File: src/rtl/stx_pkg.sv
package stx_pkg;
  typedef enum logic [1:0] {
    FMT_LJ     = 2'b00,
    FMT_LJ_DLY = 2'b01,
    FMT_RJ     = 2'b10,
    FMT_WCLK   = 2'b11
  } fmt_e;
endpackage

File: src/rtl/stx_edge_sync.sv
module stx_edge_sync #(
  parameter int STAGES = 2,
  parameter int LANES  = 3
) (
  input  logic             clk,
  input  logic             rst_n,
  input  logic [LANES-1:0] raw_in,
  output logic [LANES-1:0] cur_q
);
  for (genvar g = 0; g < LANES; g++) begin : g_lane
    logic [STAGES-1:0] chain_q;
    logic [STAGES-1:0] chain_n;
    always_comb chain_n = {chain_q[STAGES-2:0], raw_in[g]};
    always_ff @(posedge clk or negedge rst_n) begin
      if (!rst_n) chain_q <= '0;
      else        chain_q <= chain_n;
    end
    assign cur_q[g] = chain_q[STAGES-1];
  end
endmodule

File: src/rtl/stx_pair_buf.sv
module stx_pair_buf #(
  parameter int WORD_W = 24
) (
  input  logic              clk,
  input  logic              rst_n,
  input  logic              in_valid,
  output logic              in_ready,
  input  logic [WORD_W-1:0] in_left,
  input  logic [WORD_W-1:0] in_right,
  input  logic              frame_start,
  output logic [WORD_W-1:0] left_src,
  output logic [WORD_W-1:0] right_src
);
  logic              pend_q, pend_n;
  logic [WORD_W-1:0] hold_l_q, hold_l_n, hold_r_q, hold_r_n;
  logic [WORD_W-1:0] frm_l_q, frm_l_n, frm_r_q, frm_r_n;
  logic              accept;

  assign in_ready = ~pend_q;
  assign accept   = in_valid & ~pend_q;

  always_comb begin
    hold_l_n = hold_l_q;
    hold_r_n = hold_r_q;
    frm_l_n  = frm_l_q;
    frm_r_n  = frm_r_q;
    pend_n   = pend_q;
    if (frame_start) begin
      frm_l_n = pend_q ? hold_l_q : '0;
      frm_r_n = pend_q ? hold_r_q : '0;
      pend_n  = 1'b0;
    end
    if (accept) begin
      hold_l_n = in_left;
      hold_r_n = in_right;
      pend_n   = 1'b1;
    end
  end

  always_ff @(posedge clk or negedge rst_n) begin
    if (!rst_n) begin
      pend_q   <= 1'b0;
      hold_l_q <= '0;
      hold_r_q <= '0;
      frm_l_q  <= '0;
      frm_r_q  <= '0;
    end else begin
      pend_q   <= pend_n;
      hold_l_q <= hold_l_n;
      hold_r_q <= hold_r_n;
      frm_l_q  <= frm_l_n;
      frm_r_q  <= frm_r_n;
    end
  end

  // the frame that starts now reads the pending pair directly
  assign left_src  = frame_start ? (pend_q ? hold_l_q : '0) : frm_l_q;
  assign right_src = frm_r_q;

  AST_READY_DROPS_ON_LOAD: assert property (@(posedge clk) disable iff (!rst_n)
    (in_valid && in_ready) |=> !in_ready);
  AST_READY_BACK_AT_FRAME: assert property (@(posedge clk) disable iff (!rst_n)
    (!in_ready && frame_start) |=> in_ready);
endmodule

File: src/rtl/stx_shifter.sv
module stx_shifter #(
  parameter int WORD_W   = 24,
  parameter int RJ_DELAY = 16
) (
  input  logic              clk,
  input  logic              rst_n,
  input  logic              launch,
  input  logic              lr_now,
  input  logic              wc_now,
  input  stx_pkg::fmt_e     fmt,
  input  logic              mute_in,
  input  logic [WORD_W-1:0] left_src,
  input  logic [WORD_W-1:0] right_src,
  output logic              frame_start,
  output logic              sdata
);
  import stx_pkg::*;
  localparam int SLOT_W = $clog2(RJ_DELAY + WORD_W + 2);
  localparam logic [SLOT_W-1:0] SLOT_MAX = '1;

  logic              lr_last_q, lr_last_n, wc_last_q, wc_last_n;
  logic              mute_q, mute_n, mute_eff, sdata_q, sdata_n;
  logic [SLOT_W-1:0] slot_q, slot_n, lead, rel;
  logic [WORD_W-1:0] word_q, word_n, shifted;
  logic              word_start, in_win;

  always_comb begin
    frame_start = launch & lr_last_q & ~lr_now;
    if (fmt == FMT_WCLK) word_start = launch & wc_now & ~wc_last_q;
    else                 word_start = launch & (lr_now ^ lr_last_q);
    mute_eff = frame_start ? mute_in : mute_q;
    case (fmt)
      FMT_LJ_DLY: lead = SLOT_W'(1);
      FMT_RJ:     lead = SLOT_W'(RJ_DELAY);
      default:    lead = '0;
    endcase
  end

  always_comb begin
    lr_last_n = launch ? lr_now : lr_last_q;
    wc_last_n = launch ? wc_now : wc_last_q;
    mute_n    = frame_start ? mute_in : mute_q;
    slot_n    = slot_q;
    word_n    = word_q;
    if (word_start) begin
      slot_n = '0;
      word_n = mute_eff ? '0 : (lr_now ? right_src : left_src);
    end else if (launch && slot_q != SLOT_MAX) begin
      slot_n = slot_q + 1'b1;
    end
    rel     = slot_n - lead;
    in_win  = (slot_n >= lead) && (rel < SLOT_W'(WORD_W));
    shifted = word_n << rel;
    sdata_n = launch ? (in_win & shifted[WORD_W-1]) : sdata_q;
  end

  always_ff @(posedge clk or negedge rst_n) begin
    if (!rst_n) begin
      lr_last_q <= 1'b1;
      wc_last_q <= 1'b0;
      mute_q    <= 1'b0;
      slot_q    <= SLOT_MAX;
      word_q    <= '0;
      sdata_q   <= 1'b0;
    end else begin
      lr_last_q <= lr_last_n;
      wc_last_q <= wc_last_n;
      mute_q    <= mute_n;
      slot_q    <= slot_n;
      word_q    <= word_n;
      sdata_q   <= sdata_n;
    end
  end

  assign sdata = sdata_q;

  AST_HOLD_BETWEEN_LAUNCH: assert property (@(posedge clk) disable iff (!rst_n)
    !launch |=> $stable(sdata_q));
  AST_MUTED_WORD_ZERO: assert property (@(posedge clk) disable iff (!rst_n)
    (word_start && mute_eff) |=> (word_q == '0 && !sdata_q));
  AST_DELAY_SLOT_ZERO: assert property (@(posedge clk) disable iff (!rst_n)
    (word_start && fmt == FMT_LJ_DLY) |=> !sdata_q);
  AST_RJ_LEAD_ZERO: assert property (@(posedge clk) disable iff (!rst_n)
    (word_start && fmt == FMT_RJ) |=> !sdata_q);
endmodule

File: src/rtl/stereo_serial_tx.sv
module stereo_serial_tx #(
  parameter int WORD_W      = 24,
  parameter int RJ_DELAY    = 16,
  parameter int SYNC_STAGES = 2
) (
  input  logic              clk,
  input  logic              rst_n,
  input  logic              bit_clk,
  input  logic              lr_clk,
  input  logic              word_clk,
  input  logic              pol_sel,
  input  logic [1:0]        fmt_sel,
  input  logic              mute_in,
  input  logic              in_valid,
  output logic              in_ready,
  input  logic [WORD_W-1:0] in_left,
  input  logic [WORD_W-1:0] in_right,
  output logic              sdata
);
  logic [1:0]        rst_pipe_q;
  logic              irst_n;
  logic [2:0]        synced;
  logic              bclk_prev_q, launch, frame_start;
  logic [WORD_W-1:0] left_src, right_src;

  always_ff @(posedge clk or negedge rst_n) begin
    if (!rst_n) rst_pipe_q <= '0;
    else        rst_pipe_q <= {rst_pipe_q[0], 1'b1};
  end
  assign irst_n = rst_pipe_q[1];

  stx_edge_sync #(.STAGES(SYNC_STAGES), .LANES(3)) u_sync (
    .clk(clk), .rst_n(irst_n),
    .raw_in({word_clk, lr_clk, bit_clk}),
    .cur_q(synced)
  );

  always_ff @(posedge clk or negedge irst_n) begin
    if (!irst_n) bclk_prev_q <= 1'b0;
    else         bclk_prev_q <= synced[0];
  end
  assign launch = pol_sel ? (synced[0] & ~bclk_prev_q) : (~synced[0] & bclk_prev_q);

  stx_pair_buf #(.WORD_W(WORD_W)) u_buf (
    .clk(clk), .rst_n(irst_n),
    .in_valid(in_valid), .in_ready(in_ready),
    .in_left(in_left), .in_right(in_right),
    .frame_start(frame_start),
    .left_src(left_src), .right_src(right_src)
  );

  stx_shifter #(.WORD_W(WORD_W), .RJ_DELAY(RJ_DELAY)) u_shift (
    .clk(clk), .rst_n(irst_n),
    .launch(launch), .lr_now(synced[1]), .wc_now(synced[2]),
    .fmt(stx_pkg::fmt_e'(fmt_sel)), .mute_in(mute_in),
    .left_src(left_src), .right_src(right_src),
    .frame_start(frame_start), .sdata(sdata)
  );
endmodule

File: config.mk
export PLATFORM = sky130hd
export DESIGN_NAME = stereo_serial_tx
export DESIGN_NICKNAME = d
export VERILOG_FILES = /design/src/rtl/stx_pkg.sv /design/src/rtl/stx_edge_sync.sv /design/src/rtl/stx_pair_buf.sv /design/src/rtl/stx_shifter.sv /design/src/rtl/stereo_serial_tx.sv
export SDC_FILE = /design/constraint.sdc
export NUM_CORES = 1
export LEC_CHECK = 0
export BUFFER_PORTS_ARGS = -buffer_cell sky130_fd_sc_hd__buf_2
export CAP_MARGIN = 10
export CORE_ASPECT_RATIO = 1.5
export CORE_MARGIN = 1
export CORE_UTILIZATION = 30
export DETAILED_ROUTE_END_ITERATION = 8
export HOLD_SLACK_MARGIN = 0.08
export PLACE_DENSITY = 0.47
export SYNTH_ARGS = -nofsm -noshare
export SYNTH_HDL_FRONTEND = slang
export SYNTH_SLANG_ARGS = --single-unit
File: constraint.sdc
create_clock -name clk -period 8.55 [get_ports clk]
set_clock_uncertainty 0.2 [all_clocks]
set_input_delay 0.855 -clock clk [delete_from_list [all_inputs] [get_ports clk]]
set_output_delay 0.855 -clock clk [all_outputs]
set_load 0.03 [all_outputs]
==> summary.txt, run 1 <==
Run status
  – Status: completed

Die
  – Die span in y: ~180 um
  – I/O pin count: 60
  – Effective utilization at floorplan: 0.3059
  – Width of the die: 121.4 um
  – Placeable core region: 20980 sq um
  – Placement Rows: 65
  – Area of the die: roughly 22000 sq um

Detailed routing
  – Post-DRT Antenna Nets: 0
  – Uppermost layer routed: met4
  – Total vias in the final route: around 4500
  – Routed wire length: 15020 um
  – Vias/cell: 4.961
  – WL met3: 368 um
  – Routed wirelength normalized by instance count: 16.69 um
  – Pre-Repair DR Iteration Count: 4
  – Post-route DRC violation count: 0
  – Sum of routed wire segments on met1: roughly 6300 um
  – Met2 wire length: 7690 um
  – Number of DRC markers in iteration 0: 181

Clocking
  – Clock tree from TritonCTS: done
  – Clock H-tree levels: 4
  – CTS Root Buffer Type: sky130_fd_sc_hd__clkbuf_16
  – Clock sink count: 140
  – Setup Fix Bufs, Post-CTS: 0
  – Clock edge transition at the registers on the reported setup and hold paths: 0.06 ns
  – Max Buffers Root-to-Sink: 2
  – Number of buffers inserted during clock tree synthesis: 17
  – Insertion delay of the later-clocked pin in the worst-skew pair: 0.43 ns

Synth
  – Primary FF master, synth: sky130_fd_sc_hd__dfrtp_1
  – Share of the yosys chip area belonging to registers: 0.5472
  – Average cell area after synthesis: 11.09 sq um
  – Syn Nets: 640
  – Count of different cell masters after synthesis: 54
  – Library cell occupying the most area in the post-synthesis netlist: sky130_fd_sc_hd__dfrtp_1
  – Fraction of post-synthesis cell area in the top cell type by area: 0.5185
  – Warning count from the yosys run: 0
  – Leading cell type by number of instances after synthesis: sky130_fd_sc_hd__dfrtp_1
  – Number of synthesized register bits: 140
  – Count of mapped cells out of synthesis: about 580
  – FFs w/ async S/R, synth: 1.000
  – Synthesized cell area: 6419 sq um
  – Post-synth EDFFs: 0
  – Largest cells by area after synthesis: sky130_fd_sc_hd__dfrtp_1, sky130_fd_sc_hd__mux2_2, sky130_fd_sc_hd__nand2_1
  – Commonest cells in the netlist: sky130_fd_sc_hd__dfrtp_1, sky130_fd_sc_hd__nand2_1, sky130_fd_sc_hd__o21ai_0, sky130_fd_sc_hd__mux2_2, sky130_fd_sc_hd__clkbuf_1

Placement
  – Cell area after placement: roughly 7000 sq um
  – Final GP Congestion: 0.8277
  – Total of buffers placed on input and output ports: 59
  – Placed Cells incl. Taps: 866
  – Final HPWL DP: 10470 um

STA
  – Final count of pins violating max slew: 0
  – Setup violations, final: 0
  – Final total negative setup slack: 0 ns
  – Setup repair after global routing missed its margin: no
  – Hold Violations, Final: 0
  – Transition time at the pin with the least slew margin: 1.017 ns
  – Final min period: 5.027 ns
  – Share of the cycle needed by the critical path after routing: 0.5880
  – Slew HR: 0.3221
  – Fmax: 0.1989 GHz

Global routing
  – Via count of the first global-routing pass: 4724
  – Maximum number of pins on one net before global-route repair: 110
  – Wire length of the first global-routing pass: 25140 um
  – Initial antenna violation count: 0
  – Overall global routing resource usage: 0.1514
  – Aggregate global routing overflow: 0

Final layout
  – Filler-free cell count of the finished design: 900
  – Fraction of layout cells with a size suffix above 1: 0.2658
  – Layout overhead on the synthesized area: 17.25%
  – Total number of nets in the final design: 680
  – Area taken by multi-input logic gates: 2676 sq um
  – Total inserted antenna cells: 0
  – Final design instance area without fill: 7526 sq um
  – Final Util: 0.3587
  – Area occupied by registers: 3516 sq um
  – FILL cells: ~2200

Setup path
  – Critical Path AT: 5.13 ns
  – Crit path launch type: input pin
  – Required time worst endpoint: 8.66 ns
  – Critical path class: input pin to register
  – CP Max Fanout: 31
  – Type of destination of the critical path: register

Power and ir drop
  – VDD IR-drop max: between 0.1 and 0.15 mV
  – Leakage power summed over all cells: ~3.3 nW
  – Total power per unit cell area: 340.3 nW/um^2

Flow run
  – Max Cap Violations: 0

Min path
  – Tightest Hold Check Type: register to asynchronous set/reset pin
## metal layers
layer	vias to the layer above	track usage
met5	-	0
met4	0	0.09580
met3	28	0.02872
met2	64	0.2566
met1	2194	0.1724
li1	2179	-
## registers in the layout, indices dropped and copies added (netlist names)
name	flops
u_buf.frm_l_q	24
u_buf.hold_l_q	24
u_buf.hold_r_q	24
u_buf.right_src	24
u_shift.word_q	24
u_shift.slot_q	6
u_sync.g_lane.chain_q	6
rst_pipe_q	2
bclk_prev_q	1
u_buf.pend_q	1
u_shift.lr_last_q	1
u_shift.mute_q	1
u_shift.sdata	1
u_shift.wc_last_q	1
## cells in the final DEF, fill, tap and decap left out, drive strengths merged, types with 3 or more instances in the layout
cell type  netlist  layout
o21ai           57      57
clkbuf          31      22
o22ai            4       4
a21o            18      18
nor2            15      15
a221oi          25      25
clkinv           0       7
mux4             6       6
o31ai           17      17
nand2           96      96
inv              4       4
o41ai            8       8
nor3             3       3
a21oi            3       3
ha               3       3
nand3            3       3
buf             16      67
nand2b           4       4
dfrtp          133     133
nor2b           27      27
a211oi          17      17
mux2            48      48
dfstp            7       7
## cell families after synthesis
logic type / after synthesis / share of synthesized area
compound gates: 163 / 0.1821
xor+xnor: 4 / 0.005459
fa+ha+maj: 3 / 0.005849
buf+inv: 51 / 0.03723
flops: 140 / 0.5472
mux: 54 / 0.1053
other cells: 1 / 0.0005842
simple gates: 163 / 0.1164
## path summary, 6_finish.rpt
check / cells past startpoint / from / slack, ns / endpoint
setup / recovery: 12 / pol_sel / 3.52 / u_shift.sdata$_DFFE_PN0N_
hold / removal: 1 / rst_pipe_q[1]$_DFF_PN0_ / 0.09 / u_buf.hold_l_q[10]$_DFFE_PN0P_
setup reg to reg: 11 / bclk_prev_q$_DFF_PN0_ / 3.68 / u_shift.sdata$_DFFE_PN0N_
hold reg to reg: 1 / rst_pipe_q[1]$_DFF_PN0_ / 0.09 / u_buf.hold_l_q[10]$_DFFE_PN0P_
max in group asynchronous: 2 / rst_pipe_q[1]$_DFF_PN0_ / 7.10 / u_shift.word_q[17]$_DFF_PN0_
min in group clk: 0 / u_sync.g_lane[1].chain_q[0]$_DFF_PN0_ / 0.15 / u_sync.g_lane[1].chain_q[1]$_DFF_PN0_
## final cells by class
| cell class | instances | share of cell area |
|---|---|---|
| clock buffer | 22 | 0.06434 |
| clock inverter | 10 | 0.01513 |
| inverter | 4 | 0.001995 |
| multi-input combinational | 388 | 0.3556 |
| sequential | 140 | 0.4672 |
| tap | 268 | 0.04456 |
| timing repair buffer | 68 | 0.05121 |
## power breakdown
group	leakage [nW]	total [mW]	internal [mW]	switching (mW)
Combinational	1.33	0.728	0.364	0.364
Sequential	1.71	1.10	0.949	0.147
Clock	0.296	0.737	0.459	0.278
Total	3.33	2.56	1.77	0.789
## stage by stage
stage	hold slack [ns]	power (mW)	worst slack [ns]
5_1_grt	0.1351	2.749	3.172
4_1_cts	0.1493	2.605	3.518
3_5_place_dp	0.1364	1.855	3.073
6_report	0.09414	2.561	3.523
3_3_place_gp	0.1376	1.828	3.173
2_1_floorplan	0.1312	1.649	4.173
## what timing repair did
action,4_1_cts,5_1_grt
resized for setup,0,0
hold buffers,1,0
endpoints found under the setup margin,0,0
hold endpoints to repair,2,0
## worst max-delay path: stages
cell                       delay (ns)
sky130_fd_sc_hd__buf_2           0.11
sky130_fd_sc_hd__nand3b_1        0.64
sky130_fd_sc_hd__and2_1          0.91
sky130_fd_sc_hd__nor2_1          0.18
sky130_fd_sc_hd__or2_2           0.37
sky130_fd_sc_hd__ha_1            0.25
sky130_fd_sc_hd__a311o_1         0.32
sky130_fd_sc_hd__o211ai_4        0.33
sky130_fd_sc_hd__mux4_2          0.55
sky130_fd_sc_hd__a211oi_1        0.25
sky130_fd_sc_hd__nor4_1          0.09
sky130_fd_sc_hd__a32o_1          0.26
Note: power is estimated with default switching activity, not from simulation.
==> run 2, diff against run 1 <==
--- a/config.mk
+++ b/config.mk
@@ -12,7 +12,7 @@
 export CORE_UTILIZATION = 30
 export DETAILED_ROUTE_END_ITERATION = 8
 export HOLD_SLACK_MARGIN = 0.08
-export PLACE_DENSITY = 0.47
+export PLACE_DENSITY = 0.49
 export SYNTH_ARGS = -nofsm -noshare
 export SYNTH_HDL_FRONTEND = slang
 export SYNTH_SLANG_ARGS = --single-unit
==> constraint.sdc (replaced) <==
create_clock -name clk -period 4.35 [get_ports clk]
set_clock_uncertainty 0.2 [all_clocks]
set_input_delay 0.435 -clock clk [delete_from_list [all_inputs] [get_ports clk]]
set_output_delay 0.435 -clock clk [all_outputs]
set_load 0.03 [all_outputs]
==> run 2 against run 1 <==
Against the previous run:
- register-to-register slack lost 3.3 ns
- non-clock buffer count grew 56
- routed wire length grew 4.2%
- global-route usage grew 0.34 points
- count of clock-buffer cells in the layout shrank 2
- utilization grew 2.5 points
- die area is the same
- highest routed layer unchanged
==> summary.txt, run 2 (same netlist as run 1, synthesis figures left out) <==
STA
  – Setup violations, final: 0 (unchanged)
  – Slew HR: 0.3978 (+0.07580)
  – Final count of pins violating max slew: 0 (unchanged)
  – Final min period: a little under 4 ns
  – Share of the cycle needed by the critical path after routing: 0.9033
  – Setup repair after global routing missed its margin: no
  – Hold Violations, Final: 0 (unchanged)
  – Fmax: 0.2545 GHz
  – Final total negative setup slack: 0 ns (unchanged)
  – Transition time at the pin with the least slew margin: 0.9032 ns (-0.1137 ns)

Flow run
  – Max Cap Violations: 0 (unchanged)

Min path
  – Tightest Hold Check Type: input pin to asynchronous set/reset pin

Setup path
  – Standard cell with the maximum stage delay on the critical path: sky130_fd_sc_hd__mux4_2
  – Required time worst endpoint: 4.46 ns (-4.20 ns)
  – Critical path class: register to register
  – Crit path launch type: register
  – Peak per-stage delay on the critical path: 0.56 ns (-0.35 ns)
  – CP Max Fanout: 6 (-81%)
  – Type of destination of the critical path: register
  – Critical Path AT: 4.04 ns (-1.09 ns)
  – Cell breakdown of the critical path: or3b_1 > a2bb2oi_1 > xnor2_1 > or2_2 > ha_1 > a311o_1 > o211ai_4 > mux4_2 > a211oi_1 > nor4_1 > a32o_1

Global routing
  – Overall global routing resource usage: 0.1548 (+0.003397)
  – Aggregate global routing overflow: 0 (unchanged)
  – Wire length of the first global-routing pass: 25740 um (+2.4%)
  – Initial antenna violation count: 0 (unchanged)
  – Via count of the first global-routing pass: 4909 (+3.9%)
  – Maximum number of pins on one net before global-route repair: 139 (+26%)

Final layout
  – FILL cells: 2120 (-2.7%)
  – Layout overhead on the synthesized area: 25.40%
  – Fraction of layout cells with a size suffix above 1: 0.2529 (-0.01292)
  – Final design instance area without fill: 8049 sq um (+6.9%)
  – Highest-count cells in the layout ignoring fill and taps: sky130_fd_sc_hd__dfrtp_1, sky130_fd_sc_hd__nand2_1, sky130_fd_sc_hd__buf_2, sky130_fd_sc_hd__o21ai_0, sky130_fd_sc_hd__dlygate4sd3_1
  – Final Util: 0.3836 (+0.02493)
  – Total inserted antenna cells: 0 (unchanged)
  – Most common cell after layout, fill and taps aside: sky130_fd_sc_hd__dfrtp_1
  – Total number of nets in the final design: 736 (+8.2%)

Die
  – I/O pin count: 60 (unchanged)
  – Placeable core region: 20980 sq um (unchanged)
  – Effective utilization at floorplan: 0.3059 (unchanged)
  – Area of the die: 22000 sq um (unchanged)
  – Width of the die: 121.4 um (unchanged)
  – Placement Rows: 65 (unchanged)
  – Die span in y: 181.1 um (unchanged)

Clocking
  – Clock sink count: 140 (unchanged)
  – Number of buffers inserted during clock tree synthesis: 17 (unchanged)
  – Setup Fix Bufs, Post-CTS: 0 (unchanged)
  – CTS Root Buffer Type: sky130_fd_sc_hd__clkbuf_16
  – Clock tree from TritonCTS: done
  – Max Buffers Root-to-Sink: 2 (unchanged)
  – Clock H-tree levels: 4 (unchanged)
  – Insertion delay of the later-clocked pin in the worst-skew pair: 0.43 ns (about the same)
  – Clock edge transition at the registers on the reported setup and hold paths: 0.06 ns (about the same)

Detailed routing
  – Pre-Repair DR Iteration Count: 4 (unchanged)
  – Post-DRT Antenna Nets: 0 (unchanged)
  – Post-route DRC violation count: 0 (unchanged)
  – Vias/cell: 4.965 (about the same)
  – Number of DRC markers in iteration 0: 205 (+13%)
  – Routed wire length: 15650 um (+4.2%)
  – Routed wirelength normalized by instance count: 16.37 um (-1.9%)
  – Total vias in the final route: 4747 (+6.3%)

Placement
  – Final HPWL DP: 10620 um (+1.4%)
  – Cell area after placement: 6948 sq um (+0.84%)
  – Final GP Congestion: 0.8620 (+4.1%)
  – Total of buffers placed on input and output ports: 59 (unchanged)

Power and ir drop
  – Total power per unit cell area: 630.2 nW/um^2 (+85%)
  – Leakage power summed over all cells: 3.545 nW (+6.3%)
  – VDD IR-drop max: 0.2971 mV (+140%)

Run status
  – Status: completed
run 2: changes by cell type in the layout (fill, tap and decap cells not counted):
cell	previous run	this run
sky130_fd_sc_hd__clkbuf_1	1	0
sky130_fd_sc_hd__inv_6	0	2
sky130_fd_sc_hd__dlygate4sd3_1	1	52
sky130_fd_sc_hd__buf_16	1	0
sky130_fd_sc_hd__bufinv_16	2	1
sky130_fd_sc_hd__buf_12	0	1
sky130_fd_sc_hd__buf_4	7	12
sky130_fd_sc_hd__clkbuf_8	4	3
sky130_fd_sc_hd__clkinv_2	4	2
sky130_fd_sc_hd__clkinvlp_4	1	4
run 2: routing by layer:
metal  track usage  wire, um  up-vias  part of all wire
met3       0.03062       320       30             0.020
li1              -         -     2283                 -
met1        0.1707      6377     2365              0.41
met4       0.08938       592        0             0.038
met5             0         0        -                 0
met2        0.2716      8359       69              0.53
run 2: layout make-up:
type	instances	area [sq um]	area share
Inverter	4	15.01	0.001865
Multi-Input combinational cell	388	2676	0.3325
Sequential cell	140	3516	0.4368
Timing Repair Buffer	124	925.9	0.1150
Tap cell	268	335.3	0.04166
Clock buffer	20	466.7	0.05798
Clock inverter	12	113.9	0.01415
run 2: path summary, 6_finish.rpt:
kind                                                              end                             startpoint  cells past startpoint  slack [ns]
worst max-delay path                        u_shift.sdata$_DFFE_PN0N_  u_sync.g_lane[0].chain_q[1]$_DFF_PN0_                     11        0.42
worst min-delay path                          rst_pipe_q[1]$_DFF_PN0_                                  rst_n                      2        0.12
worst max register to register              u_shift.sdata$_DFFE_PN0N_  u_sync.g_lane[0].chain_q[1]$_DFF_PN0_                     11        0.42
worst min register to register  u_sync.g_lane[1].chain_q[1]$_DFF_PN0_  u_sync.g_lane[1].chain_q[0]$_DFF_PN0_                      0        0.15
max in group asynchronous                u_shift.word_q[16]$_DFF_PN0_                rst_pipe_q[1]$_DFF_PN0_                      1        3.13
min in group clk                u_sync.g_lane[1].chain_q[1]$_DFF_PN0_  u_sync.g_lane[1].chain_q[0]$_DFF_PN0_                      0        0.15
run 2: metrics by stage:
| step | std cells | worst slack [ns] | hold slack (ns) | power [mW] |
|---|---|---|---|---|
| floorplan | 579 | 0.5031 | -0.06059 | 3.240 |
| global placement | 872 | 0.3739 | 0.02077 | 3.627 |
| detailed placement | 872 | 0.2961 | 0.02256 | 3.682 |
| CTS | 956 | 0.4039 | 0.09869 | 5.147 |
| global route | 956 | 0.2435 | 0.1186 | 5.431 |
| finish | 956 | 0.4205 | 0.1221 | 5.073 |
run 2: timing repair:
action,4_1_cts,5_1_grt
hold buffers,52,0
resized for setup,0,0
endpoints found under the setup margin,0,0
hold endpoints to repair,53,0
run 2: worst max-delay path, delay by kind of cell (launching register included):
family	cells	cell delay [ns]
AO/OA/AOI/OAI	5	1.49
XOR/XNOR	1	0.10
adder cells (fa/ha/maj)	1	0.25
flip-flops	1	0.39
multiplexers	1	0.56
AND/OR/NAND/NOR	3	0.81
run 2: power by group:
group          total (mW)  internal (mW)  switching (mW)
Clock                1.40          0.834           0.565
Combinational        1.49          0.757           0.735
Sequential           2.18           1.86           0.316
